[config.mk]
export PLATFORM = sky130hd
export DESIGN_NAME = mdio_master
export DESIGN_NICKNAME = d
export VERILOG_FILES = /design/src/rtl/mdio_master_pkg.sv /design/src/rtl/mdio_mdc_gen.sv /design/src/rtl/mdio_rx_shift.sv /design/src/rtl/mdio_frame_ctrl.sv /design/src/rtl/mdio_master.sv
export SDC_FILE = /design/constraint.sdc
export NUM_CORES = 1
export LEC_CHECK = 0
export BUFFER_PORTS_ARGS = -buffer_cell sky130_fd_sc_hd__buf_2
export CORE_UTILIZATION = 48
export CTS_BUF_LIST = sky130_fd_sc_hd__clkbuf_8
export CTS_CLUSTER_SIZE = 28
export DETAILED_ROUTE_END_ITERATION = 10
export GPL_ROUTABILITY_DRIVEN = 0
export PLACE_DENSITY = 0.68
export REMOVE_ABC_BUFFERS = 1
export SLEW_MARGIN = 20
export SYNTH_ARGS = -nofsm -noshare
export SYNTH_HDL_FRONTEND = slang
export SYNTH_SLANG_ARGS = --single-unit
[constraint.sdc]
create_clock -name clk -period 2.51 [get_ports clk]
set_input_delay 0 -clock clk [delete_from_list [all_inputs] [get_ports clk]]
set_output_delay 0 -clock clk [all_outputs]
set_load 0.03 [all_outputs]
[src/rtl/mdio_master_pkg.sv]
// Package: protocol constants, command record and frame builder shared by
// the MDIO master. Slot numbers count MDC periods from the start of a frame.
package mdio_master_pkg;

    localparam int DATA_W   = 16;
    localparam int ADDR_W   = 5;
    localparam int SLOT_W   = 7;
    localparam int FRAME_W  = 64;

    // Slot landmarks (slot = one MDC period, low half then high half)
    localparam logic [SLOT_W-1:0] SLOT_RD_RELEASE  = 7'd46; // first read turnaround
    localparam logic [SLOT_W-1:0] SLOT_TA2         = 7'd47; // turnaround bit checked
    localparam logic [SLOT_W-1:0] SLOT_DATA_FIRST  = 7'd48;
    localparam logic [SLOT_W-1:0] SLOT_DATA_LAST   = 7'd63;
    localparam logic [SLOT_W-1:0] SLOT_WR_RELEASE  = 7'd64; // write release period
    localparam logic [SLOT_W-1:0] SLOT_FRAME_LAST  = 7'd64; // last slot, normal frames
    localparam logic [SLOT_W-1:0] SLOT_ABSENT_LAST = 7'd79; // last slot, no target

    typedef enum logic [1:0] {
        OPC_WRITE = 2'b01,
        OPC_READ  = 2'b10
    } mdio_opc_e;

    typedef struct packed {
        logic              rd;
        logic [ADDR_W-1:0] phy;
        logic [ADDR_W-1:0] regad;
        logic [DATA_W-1:0] wdata;
    } mdio_cmd_t;

    // Serial image of a frame, bit 63 leaves first.
    function automatic logic [FRAME_W-1:0] build_frame(input mdio_cmd_t c);
        mdio_opc_e opc;
        logic [1:0] ta;
        logic [DATA_W-1:0] dat;
        opc = c.rd ? OPC_READ : OPC_WRITE;
        ta  = c.rd ? 2'b00 : 2'b10;
        dat = c.rd ? '0 : c.wdata;
        return {32'hFFFF_FFFF, 2'b01, opc, c.phy, c.regad, ta, dat};
    endfunction

endpackage

[src/rtl/mdio_mdc_gen.sv]
// MDC generator. Runs only while 'run' is high; starts every frame with a
// full low half so that the first bit is stable before the first rising
// edge. 'slot_end' marks the clock on which MDC falls, ending one period.
// Assumes HALF >= 1.
module mdio_mdc_gen #(
    parameter int HALF = 2
) (
    input  logic clk,
    input  logic rst_n,
    input  logic run,
    output logic mdc,
    output logic slot_end
);
    localparam int CW = (HALF > 1) ? $clog2(HALF) : 1;
    localparam logic [CW-1:0] CNT_TOP = CW'(HALF - 1);

    logic [CW-1:0] cnt;
    logic          at_top;

    assign at_top   = (cnt == CNT_TOP);
    assign slot_end = run && mdc && at_top;

    // Count system clocks per half period and toggle MDC at the top.
    always_ff @(posedge clk) begin
        if (!rst_n || !run) begin
            cnt <= '0;
            mdc <= 1'b0;
        end else if (at_top) begin
            cnt <= '0;
            mdc <= ~mdc;
        end else begin
            cnt <= cnt + 1'b1;
        end
    end
endmodule

[src/rtl/mdio_rx_shift.sv]
// Receive shifter: collects read data MSB first, one bit per enable.
module mdio_rx_shift #(
    parameter int WIDTH = 16
) (
    input  logic             clk,
    input  logic             rst_n,
    input  logic             clear,
    input  logic             shift_en,
    input  logic             din,
    output logic [WIDTH-1:0] word
);
    // Clear on a new command, otherwise shift in on each sample strobe.
    always_ff @(posedge clk) begin
        if (!rst_n || clear) begin
            word <= '0;
        end else if (shift_en) begin
            word <= {word[WIDTH-2:0], din};
        end
    end
endmodule

[src/rtl/mdio_frame_ctrl.sv]
// Frame sequencer. Accepts a command while idle, shifts the preloaded frame
// image out one bit per MDC period, releases the line at the protocol
// landmarks, checks the turnaround on reads and extends the frame when no
// target answers. Outputs launch on the MDC falling clock; input is taken
// on that same clock, i.e. at the end of the high half.
module mdio_frame_ctrl
    import mdio_master_pkg::*;
(
    input  logic              clk,
    input  logic              rst_n,
    input  logic              cmd_valid,
    input  mdio_cmd_t         cmd,
    input  logic              slot_end,
    input  logic              mdio_i,
    input  logic [DATA_W-1:0] rx_word,
    output logic              busy,
    output logic              done,
    output logic [DATA_W-1:0] rd_data,
    output logic              no_resp,
    output logic              mdio_o,
    output logic              mdio_oe,
    output logic              rx_clear,
    output logic              rx_sample
);
    typedef enum logic {ST_IDLE, ST_RUN} st_e;

    st_e                state;
    logic [SLOT_W-1:0]  slot;
    logic [SLOT_W-1:0]  slot_nx;
    logic [SLOT_W-1:0]  last_slot;
    logic [FRAME_W-1:0] tx_sh;
    logic               rd_q;
    logic               absent_q;
    logic               oe_q;
    logic               oe_nx;
    logic               accept;

    assign accept   = (state == ST_IDLE) && cmd_valid;
    assign busy     = (state == ST_RUN);
    assign mdio_oe  = oe_q;
    assign mdio_o   = tx_sh[FRAME_W-1] & oe_q;
    assign rx_clear = accept;
    assign slot_nx  = slot + 1'b1;

    // Pick where the frame ends: normal length, or extended for no target.
    always_comb begin
        last_slot = (rd_q && absent_q) ? SLOT_ABSENT_LAST : SLOT_FRAME_LAST;
    end

    // Drive enable for the next period depends on frame direction.
    always_comb begin
        oe_nx = rd_q ? (slot_nx < SLOT_RD_RELEASE) : (slot_nx < SLOT_WR_RELEASE);
    end

    // Sample read data only inside the data window of an answered read.
    always_comb begin
        rx_sample = busy && slot_end && rd_q && !absent_q &&
                    (slot >= SLOT_DATA_FIRST) && (slot <= SLOT_DATA_LAST);
    end

    // Main sequencer: accept, advance per MDC period, finish.
    always_ff @(posedge clk) begin
        if (!rst_n) begin
            state    <= ST_IDLE;
            slot     <= '0;
            tx_sh    <= '0;
            rd_q     <= 1'b0;
            absent_q <= 1'b0;
            oe_q     <= 1'b0;
            done     <= 1'b0;
            rd_data  <= '0;
            no_resp  <= 1'b0;
        end else begin
            done <= 1'b0;
            unique case (state)
                ST_IDLE: begin
                    if (cmd_valid) begin
                        state    <= ST_RUN;
                        slot     <= '0;
                        tx_sh    <= build_frame(cmd);
                        rd_q     <= cmd.rd;
                        absent_q <= 1'b0;
                        oe_q     <= 1'b1;
                    end
                end
                ST_RUN: begin
                    if (slot_end) begin
                        if (slot == last_slot) begin
                            state   <= ST_IDLE;
                            oe_q    <= 1'b0;
                            done    <= 1'b1;
                            no_resp <= rd_q && absent_q;
                            if (rd_q) begin
                                rd_data <= absent_q ? '1 : rx_word;
                            end
                        end else begin
                            slot  <= slot_nx;
                            tx_sh <= {tx_sh[FRAME_W-2:0], 1'b0};
                            oe_q  <= oe_nx;
                            if (rd_q && (slot == SLOT_TA2) && mdio_i) begin
                                absent_q <= 1'b1;
                            end
                        end
                    end
                end
                default: state <= ST_IDLE;
            endcase
        end
    end
endmodule

[src/rtl/mdio_master.sv]
// MDIO management frame master (top). Joins the MDC generator, the frame
// sequencer and the receive shifter. MDIO is split into drive value, drive
// enable and sensed level; an external pull-up is assumed on the line.
module mdio_master
    import mdio_master_pkg::*;
#(
    parameter int MDC_HALF_CYCLES = 2
) (
    input  logic              clk,
    input  logic              rst_n,
    input  logic              cmd_valid,
    input  logic              cmd_read,
    input  logic [ADDR_W-1:0] cmd_phy,
    input  logic [ADDR_W-1:0] cmd_reg,
    input  logic [DATA_W-1:0] cmd_wdata,
    output logic              busy,
    output logic              done,
    output logic [DATA_W-1:0] rd_data,
    output logic              no_resp,
    output logic              mdc,
    output logic              mdio_o,
    output logic              mdio_oe,
    input  logic              mdio_i
);
    mdio_cmd_t         cmd;
    logic              slot_end;
    logic              rx_clear;
    logic              rx_sample;
    logic [DATA_W-1:0] rx_word;

    assign cmd = '{rd: cmd_read, phy: cmd_phy, regad: cmd_reg, wdata: cmd_wdata};

    mdio_mdc_gen #(
        .HALF(MDC_HALF_CYCLES)
    ) u_mdc (
        .clk      (clk),
        .rst_n    (rst_n),
        .run      (busy),
        .mdc      (mdc),
        .slot_end (slot_end)
    );

    mdio_frame_ctrl u_ctrl (
        .clk       (clk),
        .rst_n     (rst_n),
        .cmd_valid (cmd_valid),
        .cmd       (cmd),
        .slot_end  (slot_end),
        .mdio_i    (mdio_i),
        .rx_word   (rx_word),
        .busy      (busy),
        .done      (done),
        .rd_data   (rd_data),
        .no_resp   (no_resp),
        .mdio_o    (mdio_o),
        .mdio_oe   (mdio_oe),
        .rx_clear  (rx_clear),
        .rx_sample (rx_sample)
    );

    mdio_rx_shift #(
        .WIDTH(DATA_W)
    ) u_rx (
        .clk      (clk),
        .rst_n    (rst_n),
        .clear    (rx_clear),
        .shift_en (rx_sample),
        .din      (mdio_i),
        .word     (rx_word)
    );
endmodule

# After elaboration in Yosys (flattened, before gate mapping)
# Cells that the tools add are included.
# classes
add_sub_neg,2
n_mul,0
div_mod_pow,0
n_lt_le_gt_ge,4
n_eq_ne,6
shifts,0
muxes,28
bitwise_logic,3
n_reduce_logical,24
# ops
cell,count
64-bit 2-to-1 mux,3
64-bit case mux with 2 select lines,1
16-bit 2-to-1 mux,2
7-bit 2-to-1 mux,3
7-bit case mux with 2 select lines,1
1-bit 2-to-1 mux,12
1-bit logical AND,11
3-bit AND reduction,3
4-bit AND reduction,2
"7-bit by 1-bit adder with 7-bit output, second input constant",1
"7-bit by 6-bit == test with 1-bit output, second input constant",1
7-bit == test,1
"7-bit by 6-bit >= comparator with 1-bit output, second input constant",1
"7-bit by 6-bit <= comparator with 1-bit output, second input constant",1
"7-bit by 6-bit less-than comparator with 1-bit output, second input constant",1
"7-bit less-than comparator, second input constant",1
"2-bit inequality test, second input constant",3
1-bit case mux with 2 select lines,3
2-bit 2-to-1 mux,2
4-bit 2-to-1 mux,1
2-bit AND reduction,2
1-bit logical NOT,3
1-bit logical OR,2
"2-bit by 1-bit inequality test with 1-bit output, second input constant",1
4 further kinds,5
# word_totals
ff_bits,111
latchBits,0
mem_bits_rw,0
mem_bits_ro,0
in_bits,31
output_inout_bits,22
word_cells,79
n_memories,0

# Depth between registers and ports, before layout
# logic_depth
ltp_word,7
mapped_depth,8
mapped_depth_nobuf,7

# By module
# From an unflattened synthesis, not the netlist that was laid out.
# hier_totals
hier_cells,478
area_unflattened_um2,4715.8
# by_module_without_submodules
module,instances,cells_per_inst,area_each_um2,seq_area_each_um2
mdio_frame_ctrl,1,418,4053.9,1861.8
mdio_rx_shift,1,53,594.3,320.3
mdio_mdc_gen,1,7,67.6,40.0

# Worst setup path before layout
# OpenSTA, ideal clock, no wires.
# synth_path
path_type,register -> register
from,"reg u_ctrl.state, in the netlist u_ctrl.busy"
to,reg u_rx.word[0]
setup_ns,0.128
t_arrival_ns,2.092
required_time_ns,2.382
setup_slack_ns,0.290
stages_incl_launch_ff,9
n_path_buf,3
synth_period_minus_slack_ns,2.220
cell_sequence,dfxtp_1 > buf_4 > nand3_1 > nor3_1 > or4b_1 > buf_2 > buf_2 > mux2i_1 > nor2_1
# synth_between
elab_chain_len,7
word_cells_on_any_way,10
cone_classes,bitwise: 1; reduce/logical: 9
# synth_lines
element,line_no,text
from (decl),mdio_frame_ctrl.sv:27,st_e state;
from (signal assigned),mdio_frame_ctrl.sv:64,state <= ST_IDLE;
from (signal assigned),mdio_frame_ctrl.sv:78,state <= ST_RUN;
from (signal assigned),mdio_frame_ctrl.sv:89,state <= ST_IDLE;
1-bit logical AND (2 in a row),mdio_mdc_gen.sv:21,assign slot_end = run && mdc && at_top;
1-bit logical AND (4 in a row),mdio_frame_ctrl.sv:57,rx_sample = busy && slot_end && rd_q && !absent_q &&
1-bit logical AND,mdio_frame_ctrl.sv:58,(slot >= SLOT_DATA_FIRST) && (slot <= SLOT_DATA_LAST);
to (signal assigned),mdio_rx_shift.sv:17,"word <= {word[WIDTH-2:0], din};"
to (decl),mdio_rx_shift.sv:10,output logic [WIDTH-1:0] word
# Parallel ways exist; a longest one is shown, timed or not.
# A chain may end at the register's enable or synchronous reset.

# Final worst setup path
# layout_path
from,reg u_ctrl.slot[0]
to,reg u_ctrl.tx_sh[55]
# layout_between
elab_chain_len,3
# layout_lines
element,line_no,text
from (decl),mdio_frame_ctrl.sv:28,logic [SLOT_W-1:0] slot;
from (signal assigned),mdio_frame_ctrl.sv:97,slot <= slot_nx;
7-bit == test,mdio_frame_ctrl.sv:88,if (slot == last_slot) begin
2-bit inequality test (no source line),--,
3-bit AND reduction (no source line),--,
to (signal assigned),mdio_frame_ctrl.sv:80,tx_sh <= build_frame(cmd);
to (signal assigned),mdio_frame_ctrl.sv:98,"tx_sh <= {tx_sh[FRAME_W-2:0], 1'b0};"
to (decl),mdio_frame_ctrl.sv:31,logic [FRAME_W-1:0] tx_sh;
# No other way between the ends.

==> qor.tcl <==
set qor(status) {completed}
set qor(via_count) 3550
set qor(final_layout_size_suffix_gt1_share_pct) 21.3
set qor(post_cts_resized) 0
set qor(min_path_type) {input port to flip-flop}
set qor(die_area_um2) 9700
set qor(cellPowerDensity_nw_per_um2) 615
set qor(instances_no_fill) 625
set qor(initial_core_util_pct) 50.5
set qor(postCtsSetupRepairBufs) 0
set qor(grt_max_degree) 63
set qor(yosysSeqAreaShare_pct) 49.7
set qor(dp.cells) 582
set qor(core_region_area_um2) 8850
set qor(synth.area.top_cells) {dfxtp_1 (50%), a211oi_1 (7.2%), o221a_2 (7.1%), mux2i_1 (6.3%), nor2_1 (5.0%)}
set qor(worst_slack_ns) 0.186
set qor(clock_tree.root_cell) {clkbuf_8}
set qor(avgSynthCellArea_um2) 9.78
set qor(diodes) 0
set qor(irDropWorstVdd_uv) 360
set qor(area_added_between_synthesis_and_finish_pct) 15.7
set qor(syn-instance-count) 457
set qor(cp_cell_sequence) {or4_1 > o22a_1 > o21ai_4 > nand2_4 > o221a_2}
set qor(std_cell_rows) 34
set qor(min_period_over_period_pct) 92.6
set qor(design.final.nets) 545
set qor(synth_top_cell_area_share_pct) 49.7
set qor(n_fill_cell) 775
set qor(yosysWarnings) 0
set qor(die_h_um) 98.5
set qor(totalPowerFinal_w) 0.00318
set qor(worstPathMaxFanout) 62
set qor(routed_via_density) 5.68
set qor(clock-sinks) 111
set qor(worst-setup-path-type) {flip-flop to flip-flop}
set qor(synth_largest_area_cell) {dfxtp_1}
set qor(finalHoldViolations) 0
set qor(worst_margin_pin_slew_ns) 0.683
set qor(final.setup_skew_ns) 0.0126
set qor(synth_edf_count) 0
set qor(clkLatencyLatePin_ns) 0.37
set qor(globalRouteOverflowTotal) 0
set qor(detailedRoute.firstPassIterationCount) 6
set qor(post-dp-hpwl_um) 5300
set qor(preCtsSetupSlack_ns) 0.225
set qor(utilization_pct) 58.4
set qor(yosys.cell_types.count) 45
set qor(crit_path_top_delay_cell) {or4_1}
set qor(mostFrequentLayoutCell) {dfxtp_1}
set qor(number_of_buffer_and_inverter_instances_along_the_worst_setup_path) 0
set qor(layout.cells.most_common_list) {dfxtp_1 (111), nor2_1 (57), buf_2 (52)}
set qor(grt_antenna_before_repair) 0
set qor(static-leakage-power_nw) 2.05
set qor(drcViolationCount) 0
set qor(synth_ff_type) {dfxtp_1}
set qor(cts.clk_slew.worst_paths_ns) 0.11
set qor(crit_path_start_kind) {flip-flop}
set qor(max-clock-path-buffers) 2
set qor(final-max-slew-violation-count) 0
set qor(grt_setup_unrepaired) {no}
set qor(antenna_violating_nets_post_route) 0
set qor(timing.critical_path.to_type) {flip-flop}
set qor(fmax_ghz) 0.430
set qor(width_of_the_die_um) 98.5
set qor(relSlewSlack_pct) 54.4
set qor(synth.cell_area_um2) 4470
set qor(detail_route.iter0.violations) 225
set qor(timing.final.setup_violations) 0
set qor(tritoncts) {built}
set qor(crit_arrival_ns) 2.58
set qor(routed_wl_um) 9020
set qor(post_synthesis_register_bit_count) 111
set qor(timing.critical_path.required_ns) 2.77
set qor(ios) 53
set qor(grt_pass1_wl_um) 15500
set qor(cp_slowest_stage_delay_ns) 0.56
set qor(seqCellArea_um2) 2220
set qor(vias_in_the_first_global_route) 3399
set qor(multi_input_logic_area_um2) 2000
set qor(cts-buffers-inserted) 9
set qor(globalRouteTotalUtil_pct) 19.5
set qor(min_period_ns) 2.32
set qor(routed_length_per_placed_instance_um) 14.4
set qor(synth_async_sr_flop_share_pct) 0
set qor(timing.critical_path.max_delay_family) {simple AND/OR/NAND/NOR gates}
set qor(cts_max_level) 3
set qor(io_buffer_count) 52
set qor(hold_buffers) 27
set qor(max_cap_violations) 0
-- area by class of cell --
cell class                 instances  area share [%]
clock buffer                       9            2.40
clock inverter                     7            1.14
inverter                           7           0.508
multi-input combinational        294            38.7
sequential                       111            43.0
tap                              108            2.61
timing repair buffer              89            11.7
-- cell usage after synthesis, types with 5 or more instances --
library cell  instances
dfxtp_1             111
nor2_1               59
a211oi_1             43
nor3_1               30
mux2i_1              28
o221a_2              28
clkbuf_1             26
a22oi_1              16
nand2_1              14
a21oi_1              13
nand3_1              12
buf_2                10
buf_6                 6
inv_1                 6
o21ai_0               6
o221a_1               5
-- metrics by stage --
step / TNS, ns / instance area [um2] / hold slack [ns]
2_1_floorplan: -47.82 / 4230 / 0.117
3_3_place_gp: 0 / 4710 / 0.266
3_5_place_dp: 0 / 4720 / 0.269
4_1_cts: 0 / 5170 / 0.00108
5_1_grt: 0 / 5170 / 0.00214
6_report: 0 / 5170 / 0.0236
-- tightest hold or removal path, cell delays in order --
cell and delay (ns):
buf_2 0.10, mux2i_1 0.15, a211oi_1 0.09
-- cells by family (layout without fill, tap and decap cells) --
group | after synthesis | count (layout) | share of synthesized area (%)
fa+ha+maj | 2 | 2 | 0.560
buf+inv | 52 | 112 | 5.82
compound gates | 128 | 128 | 23.4
mux | 28 | 28 | 6.27
simple gates | 135 | 135 | 14.0
xor+xnor | 1 | 1 | 0.196
flops | 111 | 111 | 49.7
-- power breakdown --
group	internal (W)	total (W)	leakage [nW]	switching [W]
Sequential	0.00184	0.00189	0.910	0.0000481
Clock	0.000375	0.000993	0.0907	0.000618
Combinational	0.000144	0.000296	1.05	0.000152
-- metal layers --
layer	global-route usage, %	up-vias	share of wire (%)
met5	0	-	0
met3	2.91	17	2.3
met4	8.50	0	2.2
li1	-	1813	-
met1	23.7	1657	48
met2	34.2	63	48
-- path summary, 6_finish.rpt --
kind	startpoint	endpoint	slack, ns	depth (start not counted)
max	u_ctrl.slot[0]	u_ctrl.tx_sh[55]	0.19	5
max reg2reg	u_ctrl.slot[0]	u_ctrl.tx_sh[55]	0.19	5
min	cmd_reg[4]	u_ctrl.tx_sh[22]	0.02	3
min reg2reg	u_ctrl.tx_sh[30]	u_ctrl.tx_sh[31]	0.46	2
-- state kept, by name (all words and copies together) (netlist names) --
signal	flops
u_ctrl.no_resp	1
u_ctrl.slot	7
u_mdc.at_top	1
u_ctrl.rd_data	16
u_ctrl.busy	1
u_ctrl.tx_sh	64
u_mdc.mdc	1
u_rx.word	16
u_ctrl.mdio_oe	1
u_ctrl.done	1
u_ctrl.rd_q	1
u_ctrl.absent_q	1
Power figures use the tool's default switching activity.
